<file path="src/rtl/cyc_adc_seq.sv">
module cyc_adc_seq #(
  parameter int ST_W = 3,
  parameter int BW   = 4
) (
  input  logic            clk,
  input  logic            rst,
  input  logic [1:0]      res_sel,
  output logic [ST_W-1:0] state_o,
  output logic [ST_W-1:0] stage_o,
  output logic            sh_conn,
  output logic            amp_short,
  output logic            net_a_en,
  output logic            net_b_en,
  output logic            dec_ph1,
  output logic            dec_ph2,
  output logic            flash2_en,
  output logic            out_upd,
  output logic [BW-1:0]   bias_code
);
  localparam logic [ST_W-1:0] FIN = ST_W'(5);

  function automatic logic [ST_W-1:0] start_of(input logic [1:0] r);
    case (r)
      2'b00:   return ST_W'(2);
      2'b01:   return ST_W'(1);
      default: return ST_W'(0);
    endcase
  endfunction

  logic [ST_W-1:0] state_q;
  logic [1:0]      res_q;
  logic            first;

  always_ff @(posedge clk) begin
    if (rst || state_q == FIN) begin
      state_q <= start_of(res_sel);
      res_q   <= res_sel;
    end else begin
      state_q <= state_q + ST_W'(1);
    end
  end

  assign first     = (state_q == start_of(res_q));
  assign state_o   = state_q;
  assign stage_o   = state_q - start_of(res_q);
  assign sh_conn   = first;
  assign amp_short = first;
  assign out_upd   = first;
  assign net_a_en  = 1'b1;
  assign net_b_en  = ~first;
  assign dec_ph1   = ~rst;
  assign dec_ph2   = ~rst;
  assign flash2_en = (state_q == FIN);

  always_comb begin
    case (state_q)
      ST_W'(0):          bias_code = BW'(10);
      ST_W'(1):          bias_code = BW'(5);
      ST_W'(2), ST_W'(3): bias_code = BW'(4);
      default:           bias_code = BW'(3);
    endcase
  end

  a_r2_step: assert property (@(posedge clk) disable iff (rst)
    state_q != FIN |=> state_q == $past(state_q) + ST_W'(1));
  a_r2_wrap: assert property (@(posedge clk) disable iff (rst)
    flash2_en |=> out_upd && stage_o == '0);
  a_r4_first: assert property (@(posedge clk) disable iff (rst)
    out_upd |-> sh_conn && amp_short && !net_b_en);
  a_r5_flash: assert property (@(posedge clk) disable iff (rst)
    flash2_en |-> !out_upd && net_b_en);
  a_r6_bias_down: assert property (@(posedge clk) disable iff (rst)
    !out_upd |-> bias_code <= $past(bias_code));
  a_r7_hold_res: assert property (@(posedge clk) disable iff (rst)
    !flash2_en |=> $stable(res_q));
  a_r8_stage: assert property (@(posedge clk) disable iff (rst)
    !flash2_en |=> stage_o == $past(stage_o) + ST_W'(1));
endmodule

</file>
<file path="config.mk">
export PLATFORM = sky130hd
export DESIGN_NAME = cyc_adc_seq
export DESIGN_NICKNAME = d
export VERILOG_FILES = /design/src/rtl/cyc_adc_seq.sv
export SDC_FILE = /design/constraint.sdc
export NUM_CORES = 1
export LEC_CHECK = 0
export ABC_AREA = 1
export BUFFER_PORTS_ARGS = -buffer_cell sky130_fd_sc_hd__buf_2
export CAP_MARGIN = 40
export CORE_AREA = 2 2 39 41
export DETAILED_ROUTE_END_ITERATION = 12
export DIE_AREA = 0 0 41 43
export PLACE_DENSITY = 0.68
export SLEW_MARGIN = 20
export SYNTH_ARGS = -nofsm -noshare
export SYNTH_HDL_FRONTEND = slang
export SYNTH_SLANG_ARGS = --single-unit
</file>
<file path="constraint.sdc">
create_clock -name clk -period 1.3 [get_ports clk]
set_clock_uncertainty 0.1 [all_clocks]
set_input_delay 0.13 -clock clk [delete_from_list [all_inputs] [get_ports clk]]
set_output_delay 0.13 -clock clk [all_outputs]
set_load 0.03 [all_outputs]
</file>
Yosys cells after proc, flatten, opt, wreduce, memory -nomap -nowiden

Index checks and enable logic that the tools add are counted.

Add/sub/neg operators: 2
Eq/ne operators: 7
Mux-type cells: 4
Bitwise operators: 2
Reduce and logical (&&, ||, !) cells: 5

Operators with widths:

| operator                                            | number |
|---|---|
| one-hot mux 4 bit (3 select lines)                  | 1 |
| one-hot mux 2 bit (2 select lines)                  | 2 |
| equality test 3 x 2 -> 1 bit, second input constant | 2 |
| equality test 2 x 1 -> 1 bit, second input constant | 2 |
| logical NOT 2 bit                                   | 2 |
| adder 3 x 1 -> 3 bit, second input constant         | 1 |
| equality test 3 x 1 -> 1 bit, second input constant | 1 |
| equality test 3 bit                                 | 1 |
| equality test 3 bit, second input constant          | 1 |
| logical NOT 3 bit                                   | 1 |
| two-way mux 3 bit                                   | 1 |
| subtractor 3 bit                                    | 1 |
| NOT 1 bit                                           | 2 |
| OR reduction 2 bit                                  | 1 |
| logical OR 1 bit                                    | 1 |

Flip-flop bits (word level): 5
Bits of input ports: 4
Output and inout port bits: 18

Depth between registers and ports, before layout

Gate-level depths: netlist of the first run.

Depth after elaboration: 4
Gate-level depth with buffers: 6

Worst setup path after synthesis of the first run

OpenSTA, ideal clock, no wires.

Path kind: register -> output
Start: register state_q[0], in the netlist state_o[0]
End: output port out_upd
Arrival: 1.827 ns
Required time: 1.070 ns
Setup slack: -0.757 ns
Stages on the path, launching flop included: 6
Buffers on the path: 1
Cell sequence: dfxtp_1 -> inv_1 -> ha_1 -> nand3_1 -> inv_1 -> buf_4

Cells in the longest elaborated chain, start to end: 1

RTL lines:

| item                   | RTL line | RTL |
|---|---|---|
| from (decl)            | 30       | `logic [ST_W-1:0] state_q;` |
| from (signal assigned) | 36       | `state_q <= start_of(res_sel);` |
| from (signal assigned) | 39       | `state_q <= state_q + ST_W'(1);` |
| equality test 3 bit    | 43       | `assign first = (state_q == start_of(res_q));` |
| to (decl)              | 17       | `output logic out_upd,` |

No other way between the ends.

Worst setup path after layout of the first run

Start: register res_q[0]
End: output port stage_o[1]

Cells in the longest elaborated chain, start to end: 3
Elaborated cells on any way between the ends: 4

RTL lines:

| item                                                              | RTL line | RTL |
|---|---|---|
| from (decl)                                                       | 31       | `logic [1:0] res_q;` |
| from (signal assigned)                                            | 37       | `res_q <= res_sel;` |
| equality test 2 x 1 -> 1 bit or logical NOT 2 bit (tied branches) | 23       | `case (r)` |
| one-hot mux 2 bit (2 select lines) *                              | 23       |  |
| subtractor 3 bit *                                                | 45       | `assign stage_o = state_q - start_of(res_q);` |
| to (decl)                                                         | 9        | `output logic [ST_W-1:0] stage_o,` |

Mark *: on every way between the ends. The rest lies on a longest branch, timed or not.

==> results of run 1 <==
[layout make-up]
type	instances	area share, %
multi-input cells	31	42.6
repair buffers	30	29.1
flip-flops and latches	5	15.6
inverters	13	7.27
clock buffers	4	3.12
well taps	16	2.37
[power by group]
group	leakage (µW)	switching [µW]	internal [µW]
Clock	0.0000150	60.7	116
Combinational	0.000350	506	371
Sequential	0.0000463	23.7	189
[per-layer routing]
metal  vias up  part of all wire, %  routed length (µm)  global-route usage (%)
li1        211                    -                   -                       -
met1       181                   33                 304                    9.51
met2        17                   59                 540                    21.3
met3         0                  7.8                  72                    6.28
met4         0                    0                   0                    4.00
met5         -                    0                   0                       0
[cells in the mapped netlist]
cell      count
inv_1        12
ha_1          7
nand2_1       7
nor2_1        5
buf_4         4
nand2_2       4
nand3_1       4
dfxtp_1       3
edfxtp_1      2
conb_1        1
fa_1          1
inv_2         1
nand3_2       1
xor2_1        1
[worst min-delay path, stage by stage]
cell	delay, ps
buf_2	70
inv_1	90
nand3_1	100
nand2_1	40
[placed cells by master, fill, tap and decap left out]
cell and count:
ha_4 5, inv_2 6, buf_4 9, nand3_2 1, conb_1 1, ha_2 2, nor2_2 1, nand2_2 4
nand2_4 3, buf_2 9, inv_1 3, clkbuf_4 3, inv_6 1, xor2_4 1, dlygate4sd3_1 2, nand3_4 2
edfxtp_1 2, nand2_1 4, clkbuf_1 1, dfxtp_4 3, fa_2 1, nor2_1 4, nand3_1 2, buf_6 10
inv_4 3
[state kept, by name, summed over array words and instances, names as in the netlist]
name	cells
res_q	2
state_o	3
[metrics by stage]
step	cells	setup TNS, ps
4_1_cts	99	-3900
2_1_floorplan	53	-969
5_1_grt	99	-4460
3_5_place_dp	92	-1880
3_3_place_gp	92	-1750
6_report	99	-3720
[worst max path at each step]
stage                 endpoint          startpoint  slack, ps
detailed placement  stage_o[1]  res_q[0]$_DFFE_PN_       -320
global placement    stage_o[2]  res_q[0]$_DFFE_PN_       -310
CTS                 stage_o[1]  res_q[0]$_DFFE_PN_       -500
floorplan           stage_o[2]  res_q[0]$_DFFE_PN_       -250
finish              stage_o[1]  res_q[0]$_DFFE_PN_       -500
global route        stage_o[1]  res_q[1]$_DFFE_PN_       -570
[repair_timing]
action	in CTS	in global routing
endpoints found under the setup margin	12	14
resized for setup	33	6
hold buffers	2	0
setup buffers	1	1
hold endpoints to repair	2	0
pin swaps	6	4
[cells by family (layout without fill, tap and decap cells)]
group	count (synthesis)	in the layout	share of synthesized area (%)
xor+xnor	1	1	2.09
buf+inv	17	47	18.8
other cells	1	1	0.895
fa+ha+maj	8	8	25.7
simple gates	21	21	23.9
flops	5	5	28.7
==> flow_metrics.env, run 1 <==
export IMPL_outcome="complete, but fails checks"
export IMPL_failed_checks="setup timing"
export IMPL_nNetsFinal=96
export IMPL_syn_mean_instance_area_um2=7.91
export IMPL_start_util_pct=30.3
export IMPL_synth_seq_area_share_pct=28.7
export IMPL_crit_path_max_fanout=2
export IMPL_netlist_instances=53
export IMPL_drive_above_1_share_pct=77.1
export IMPL_globalplace_congestion=0.686
export IMPL_min_path_type="primary input to register"
export IMPL_dieArea_mm2=0.00176
export IMPL_drc=0
export IMPL_whs_ps=139
export IMPL_ir_worst_vdd_mv=0.710
export IMPL_io_pins=22
export IMPL_gr_usage_all_layers_pct=11.6
export IMPL_route_antenna_remaining_nets=0
export IMPL_multi_input_area_um2=359
export IMPL_grt_setup_unrepaired="true"
export IMPL_arrival_ps=1570
export IMPL_globalRoute_totalOverflow=0
export IMPL_port_buffers=20
export IMPL_antenna_found_initial=0
export IMPL_fin_crit_sh_pct=138
export IMPL_grt_pass1_vias=353
export IMPL_setup_slack_ps=-499
export IMPL_min_from="rst"
export IMPL_synth_cell_types=14
export IMPL_fmax_ghz=0.556
export IMPL_cts_root_buf="clkbuf_4"
export IMPL_htree_levels=1
export IMPL_wl_per_cell_um=9.27
export IMPL_dpl_worst_slack_ps=-320
export IMPL_placed_cell_area_um2=652
export IMPL_cts_sinks=5
export IMPL_timing_rr_start="state_o[1]$_DFF_P_"
export IMPL_syn2layout_area_growth_pct=101
export IMPL_r2r_cells=5
export IMPL_startpoint_type="register"
export IMPL_rrSetupSlack_ps=30
export IMPL_syn_area_um2=419
export IMPL_path_depth=6
export IMPL_num_fill_cells=111
export IMPL_power_uw=1270
export IMPL_numCtsBuffers=3
export IMPL_vias_per_cell=4.13
export IMPL_r2r_end="res_q[0]$_DFFE_PN_"
export IMPL_yosysWarnings=0
export IMPL_synthTopCellsByArea="ha_1, dfxtp_1, edfxtp_1"
export IMPL_drt_iter0_markers=2
export IMPL_coreArea_mm2=0.00138
export IMPL_hold_violations=0
export IMPL_synth_top_area_cell="ha_1"
export IMPL_ys_seq_elements=5
export IMPL_grt_pass1_wl_mm=1.32
export IMPL_rows=14
export IMPL_critPathTopFamily="adder cells"
export IMPL_cts_buffer_depth=2
export IMPL_crit_path_end_kind="output port"
export IMPL_antennaDiodeCount=0
export IMPL_insertion_delay_ps=240
export IMPL_path_cells="inv_1 -> nor2_1 -> ha_2 -> fa_2 -> inv_2 -> buf_6"
export IMPL_min_to="state_o[1]$_DFF_P_"
export IMPL_place_hpwl_um=690
export IMPL_power_leakage_uw=0.000412
export IMPL_die_x_um=41
export IMPL_critPathBufInv=3
export IMPL_grt_max_degree=6
export IMPL_final_max_slew_viol_count=0
export IMPL_synth_top_area_share_pct=20.9
export IMPL_die_y_um=43
export IMPL_final_area_um2=843
export IMPL_vias=409
export IMPL_tritoncts="done"
export IMPL_crit_type="register to output port"
export IMPL_period_needed_ps=1800
export IMPL_critPathMaxStageDelay_ps=520
export IMPL_seq_area_um2=131
export IMPL_drv_cap=0
export IMPL_cp_required_ps=1070
export IMPL_firstDrtPassIters=3
export IMPL_wl_um=918
export IMPL_setup_viol=12
export IMPL_power_per_cell_area_mw_per_mm2=1500
export IMPL_min_path_cells=4
export IMPL_syn_nets=65
export IMPL_final_util_pct=60.9
export IMPL_clk_pin_slew_ps=40
export IMPL_crit_slowest_cell="fa_2"
No activity file was read; power rests on OpenSTA's default activity.
==> run 2, diff against run 1 <==
- TNS_END_PERCENT: not set -> 20
==> run 2 against run 1 <==
  * Power is 5.4% lower
  * Core utilization is 4.2 points lower
  * Combinational power is 7.1% lower
  * Clock power is 2% lower
  * Worst hold slack worse by 29 ps
  * Cell count is 2.0% lower
  * Largest power group unchanged
  * The flow still finishes with violations (setup timing)
  * Sequential share of layout area is 0.85 points higher
  * Wire length is 4.2% lower
==> flow_metrics.env, run 2 (synthesis gave the netlist of run 1 again) <==
export IMPL_insertion_delay_ps=230
export IMPL_min_path_type="primary input to register"
export IMPL_tritoncts="done"
export IMPL_drt_iter0_markers=1
export IMPL_antenna_found_initial=0
export IMPL_multi_input_area_um2=324
export IMPL_arrival_ps=1550
export IMPL_wl_per_cell_um=9.06
export IMPL_ir_worst_vdd_mv=0.596
export IMPL_start_util_pct=30.3
export IMPL_seq_power_share_pct=17.6
export IMPL_combPwrFrac_pct=68.0
export IMPL_syn2layout_area_growth_pct=87.2
export IMPL_critPathBufInv=3
export IMPL_die_y_um=43
export IMPL_place_hpwl_um=695
export IMPL_final_cell_mix="buf_2, buf_6, buf_4"
export IMPL_seq_area_um2=129
export IMPL_use_met1_pct=11.8
export IMPL_cp_required_ps=1070
export IMPL_globalRoute_totalOverflow=0
export IMPL_grtUsageMet3_pct=1.57
export IMPL_grt_pass1_vias=357
export IMPL_instances_no_fill=97
export IMPL_critPathMaxStageDelay_ps=520
export IMPL_crit_slowest_cell="fa_2"
export IMPL_failed_checks="setup timing"
export IMPL_final_max_slew_viol_count=0
export IMPL_final_util_pct=56.7
export IMPL_internal_power_uw=639
export IMPL_globalplace_congestion=0.653
export IMPL_wl_um=879
export IMPL_gr_usage_all_layers_pct=11.3
export IMPL_firstDrtPassIters=2
export IMPL_grt_pass1_wl_mm=1.34
export IMPL_antennaDiodeCount=0
export IMPL_dieArea_mm2=0.00176
export IMPL_crit_type="register to output port"
export IMPL_clock_power_share_pct=14.4
export IMPL_rows=14
export IMPL_port_buffers=20
export IMPL_route_antenna_remaining_nets=0
export IMPL_drv_cap=0
export IMPL_drc=0
export IMPL_busiest_layer="met2"
export IMPL_htree_levels=1
export IMPL_cts_root_buf="clkbuf_4"
export IMPL_power_per_cell_area_mw_per_mm2=1530
export IMPL_switching_share_pct=46.6
export IMPL_startpoint_type="register"
export IMPL_critPathTopFamily="adder cells"
export IMPL_numCtsBuffers=3
export IMPL_vias=398
export IMPL_largest_reg_flops=3
export IMPL_nNetsFinal=94
export IMPL_dpl_worst_slack_ps=-323
export IMPL_power_net_switching_uw=559
export IMPL_cts_buffer_depth=2
export IMPL_place_inst=91
export IMPL_die_x_um=41
export IMPL_coreArea_mm2=0.00138
export IMPL_vias_per_cell=4.10
export IMPL_cts_sinks=5
export IMPL_clk_pin_slew_ps=40
export IMPL_period_needed_ps=1780
export IMPL_grt_setup_unrepaired="true"
export IMPL_grt_max_degree=6
export IMPL_num_fill_cells=140
export IMPL_drive_above_1_share_pct=74.1
export IMPL_fin_crit_sh_pct=137
export IMPL_power_leakage_uw=0.000398
export IMPL_crit_path_end_kind="output port"
export IMPL_hold_violations=0
export IMPL_path_cells="inv_1 -> nor2_1 -> ha_2 -> fa_2 -> inv_2 -> buf_6"
export IMPL_setup_slack_ps=-479
export IMPL_grt_use_met2_pct=20.0
export IMPL_io_pins=22
export IMPL_outcome="complete, but fails checks"
export IMPL_crit_path_max_fanout=2
export IMPL_fmax_ghz=0.562
export IMPL_setup_viol=12
-- run 2: final cells by class --
class / count / share of cell area (%)
clock buffers: 4 / 3.35
inverters: 13 / 7.50
multi-input cells: 31 / 41.3
flip-flops and latches: 5 / 16.4
well taps: 16 / 2.55
repair buffers: 28 / 28.9
-- run 2: power by group through the flow --
stage | combinational (µW) | sequential, µW | clock [µW]
after floorplan | 477 | 248 | 0
after global placement | 650 | 203 | 0
after detailed placement | 662 | 204 | 0
after CTS | 807 | 207 | 186
after global routing | 880 | 213 | 192
final | 815 | 210 | 173
-- run 2: worst min-delay path: stages --
cell and delay, ps:
buf_2 70, inv_1 70, nand3_1 90, nand2_1 50
-- run 2: path summary, 6_finish.rpt --
kind                         start               endpoint  slack (ps)  cells after the start
max             res_q[0]$_DFFE_PN_             stage_o[1]        -480                      6
min                            rst     state_o[1]$_DFF_P_         110                      4
max reg2reg     state_o[0]$_DFF_P_     res_q[1]$_DFFE_PN_         130                      4
min reg2reg  state_o[2]$_SDFF_PN0_  state_o[2]$_SDFF_PN0_         520                      3
-- run 2: repair_timing --
action	4_1_cts	5_1_grt
endpoints found under the setup margin	12	12
pin swaps	5	1
hold buffers	2	0
setup buffers	0	0
resized for setup	31	6
endpoints found under the hold margin	2	0
-- run 2: per-layer routing --
metal	part of all wire [%]	wire length (µm)	vias to the layer above
li1	-	-	208
met1	36	319	172
met2	57	497	18
met3	6.9	61	0
met4	0	0	0
met5	0	0	-
-- run 2: through the flow --
stage | setup TNS (ps) | cell area [µm²] | total power (µW) | hold WS (ps)
floorplan | -1350 | 494 | 725 | 129
global placement | -1800 | 622 | 853 | 236
detailed placement | -2000 | 622 | 866 | 238
CTS | -4050 | 763 | 1200 | 100
global route | -4480 | 785 | 1280 | 141
finish | -3740 | 785 | 1200 | 110
==> run 3, diff against run 2 <==
- CTS_CLUSTER_DIAMETER: not set -> 30
- PLACE_DENSITY: 0.68 -> 0.65
- clock period: 1.3 -> 2.05 ns (I/O delays scaled with it)
==> run 3 against run 2 <==
  * The flow now finishes without violations
  * First-iteration DRC count unchanged
  * Power down 51%
  * Via count down 11%
  * Sequential cell count unchanged
  * Sequential share of layout area up 6.0 points
  * Setup slack better by 570 ps
  * Sequential power down 38%
  * Largest cell class unchanged
  * Largest power group unchanged
==> flow_metrics.env, run 3 (synthesis gave the netlist of run 1 again) <==
export IMPL_critPathLaunch="state_o[0]$_DFF_P_"
export IMPL_cp_required_ps=1750
export IMPL_hold_buffers=0
export IMPL_grt_pass1_vias=293
export IMPL_final_area_um2=536
export IMPL_use_met1_pct=12.5
export IMPL_cts_resized=0
export IMPL_place_hpwl_um=611
export IMPL_min_path_type="primary input to register"
export IMPL_gr_usage_all_layers_pct=9.80
export IMPL_coreArea_mm2=0.00138
export IMPL_min_from="res_sel[1]"
export IMPL_grt_max_degree=6
export IMPL_setup_viol=0
export IMPL_io_pins=22
export IMPL_placed_cell_area_um2=509
export IMPL_cts_buffer_depth=2
export IMPL_dieArea_mm2=0.00176
export IMPL_globalRoute_totalOverflow=0
export IMPL_port_buffers=20
export IMPL_crit_path_max_fanout=4
export IMPL_die_x_um=41
export IMPL_rows=14
export IMPL_drt_iter0_markers=1
export IMPL_die_y_um=43
export IMPL_start_util_pct=30.3
export IMPL_startpoint_type="register"
export IMPL_hold_violations=0
export IMPL_cts_root_buf="clkbuf_4"
export IMPL_route_antenna_remaining_nets=0
export IMPL_antennaDiodeCount=0
export IMPL_wl_per_cell_um=8.03
export IMPL_grt_pass1_wl_mm=1.13
export IMPL_ir_worst_vdd_mv=0.347
export IMPL_period_needed_ps=1960
export IMPL_drv_cap=0
export IMPL_firstDrtPassIters=2
export IMPL_antenna_found_initial=0
export IMPL_fmax_ghz=0.509
export IMPL_numCtsBuffers=3
export IMPL_syn2layout_area_growth_pct=27.8
export IMPL_fin_crit_sh_pct=95.8
export IMPL_drive_above_1_share_pct=41.1
export IMPL_final_cell_mix="buf_2, inv_1, nand2_1, ha_1, nor2_1"
export IMPL_largest_reg_flops=3
export IMPL_grtUsageMet3_pct=1.57
export IMPL_vias_per_cell=4.00
export IMPL_insertion_delay_ps=240
export IMPL_tritoncts="done"
export IMPL_timing_rr_start="state_o[1]$_DFF_P_"
export IMPL_crit_type="register to output port"
export IMPL_whs_ps=67.0
export IMPL_wl_um=715
export IMPL_clk_pin_slew_ps=40
export IMPL_post_cts_buffers=0
export IMPL_grt_setup_unrepaired="false"
export IMPL_power_per_cell_area_mw_per_mm2=1090
export IMPL_outcome="complete, no violations"
export IMPL_globalplace_congestion=0.735
export IMPL_cts_sinks=5
export IMPL_grt_use_met2_pct=12.8
export IMPL_final_max_slew_viol_count=0
export IMPL_nNetsFinal=86
export IMPL_power_leakage_uw=0.000338
export IMPL_vias=356
export IMPL_mostFrequentLayoutCell="buf_2"
export IMPL_crit_path_end_kind="output port"
export IMPL_drc=0
export IMPL_arrival_ps=1660
export IMPL_htree_levels=1
export IMPL_busiest_layer="met2"
## run 3: changes by cell type in the layout (fill, tap and decap cells not counted), sizes merged
| cell | previous run | this run |
|---|---|---|
| dlygate4sd3 | 2 | 0 |
| buf | 26 | 20 |
## run 3: worst paths after layout
path              cells after the start  slack [ps]            endpoint
setup reg to reg                      4         730  res_q[0]$_DFFE_PN_
hold / removal                        1          70  res_q[1]$_DFFE_PN_
setup / recovery                      5          90          stage_o[2]
hold reg to reg                       3         530  state_o[1]$_DFF_P_
## run 3: area by class of cell
cell class / count / area (µm²)
repair buffers: 20 / 100
inverters: 13 / 48.8
clock buffers: 4 / 26.3
fillers: 149 / 848
well taps: 16 / 20.0
multi-input cells: 31 / 220
flip-flops and latches: 5 / 120
## run 3: metal layers
metal / vias to the layer above / share of wire (%)
met2: 21 / 42
met4: 0 / 2.9
li1: 189 / -
met1: 144 / 44
met5: - / 0
met3: 2 / 11
## run 3: critical path, stage by stage, from the launching register on
cell and delay [ps]:
dfxtp_1 370, inv_1 110, ha_1 220, fa_1 370
xor2_1 130, buf_2 210
## run 3: through the flow
stage	instances	worst slack (ps)	total power, µW	TNS, ps	utilization, %
final	89	86.0	583	0	38.7
after global routing	89	4.53	631	0	38.7
after CTS	89	61.2	593	0	38.7
after detailed placement	85	330	476	0	36.8
after global placement	85	383	472	0	36.8
after floorplan	53	-17.2	403	-17.2	-
## run 3: report_power, final
group          internal, µW  leakage, µW  switching [µW]  total (µW)
registers               117    0.0000446            13.9         131
clock network          73.5    0.0000150            39.9         113
logic                  94.1     0.000279             245         339
total                   284     0.000338             299         583
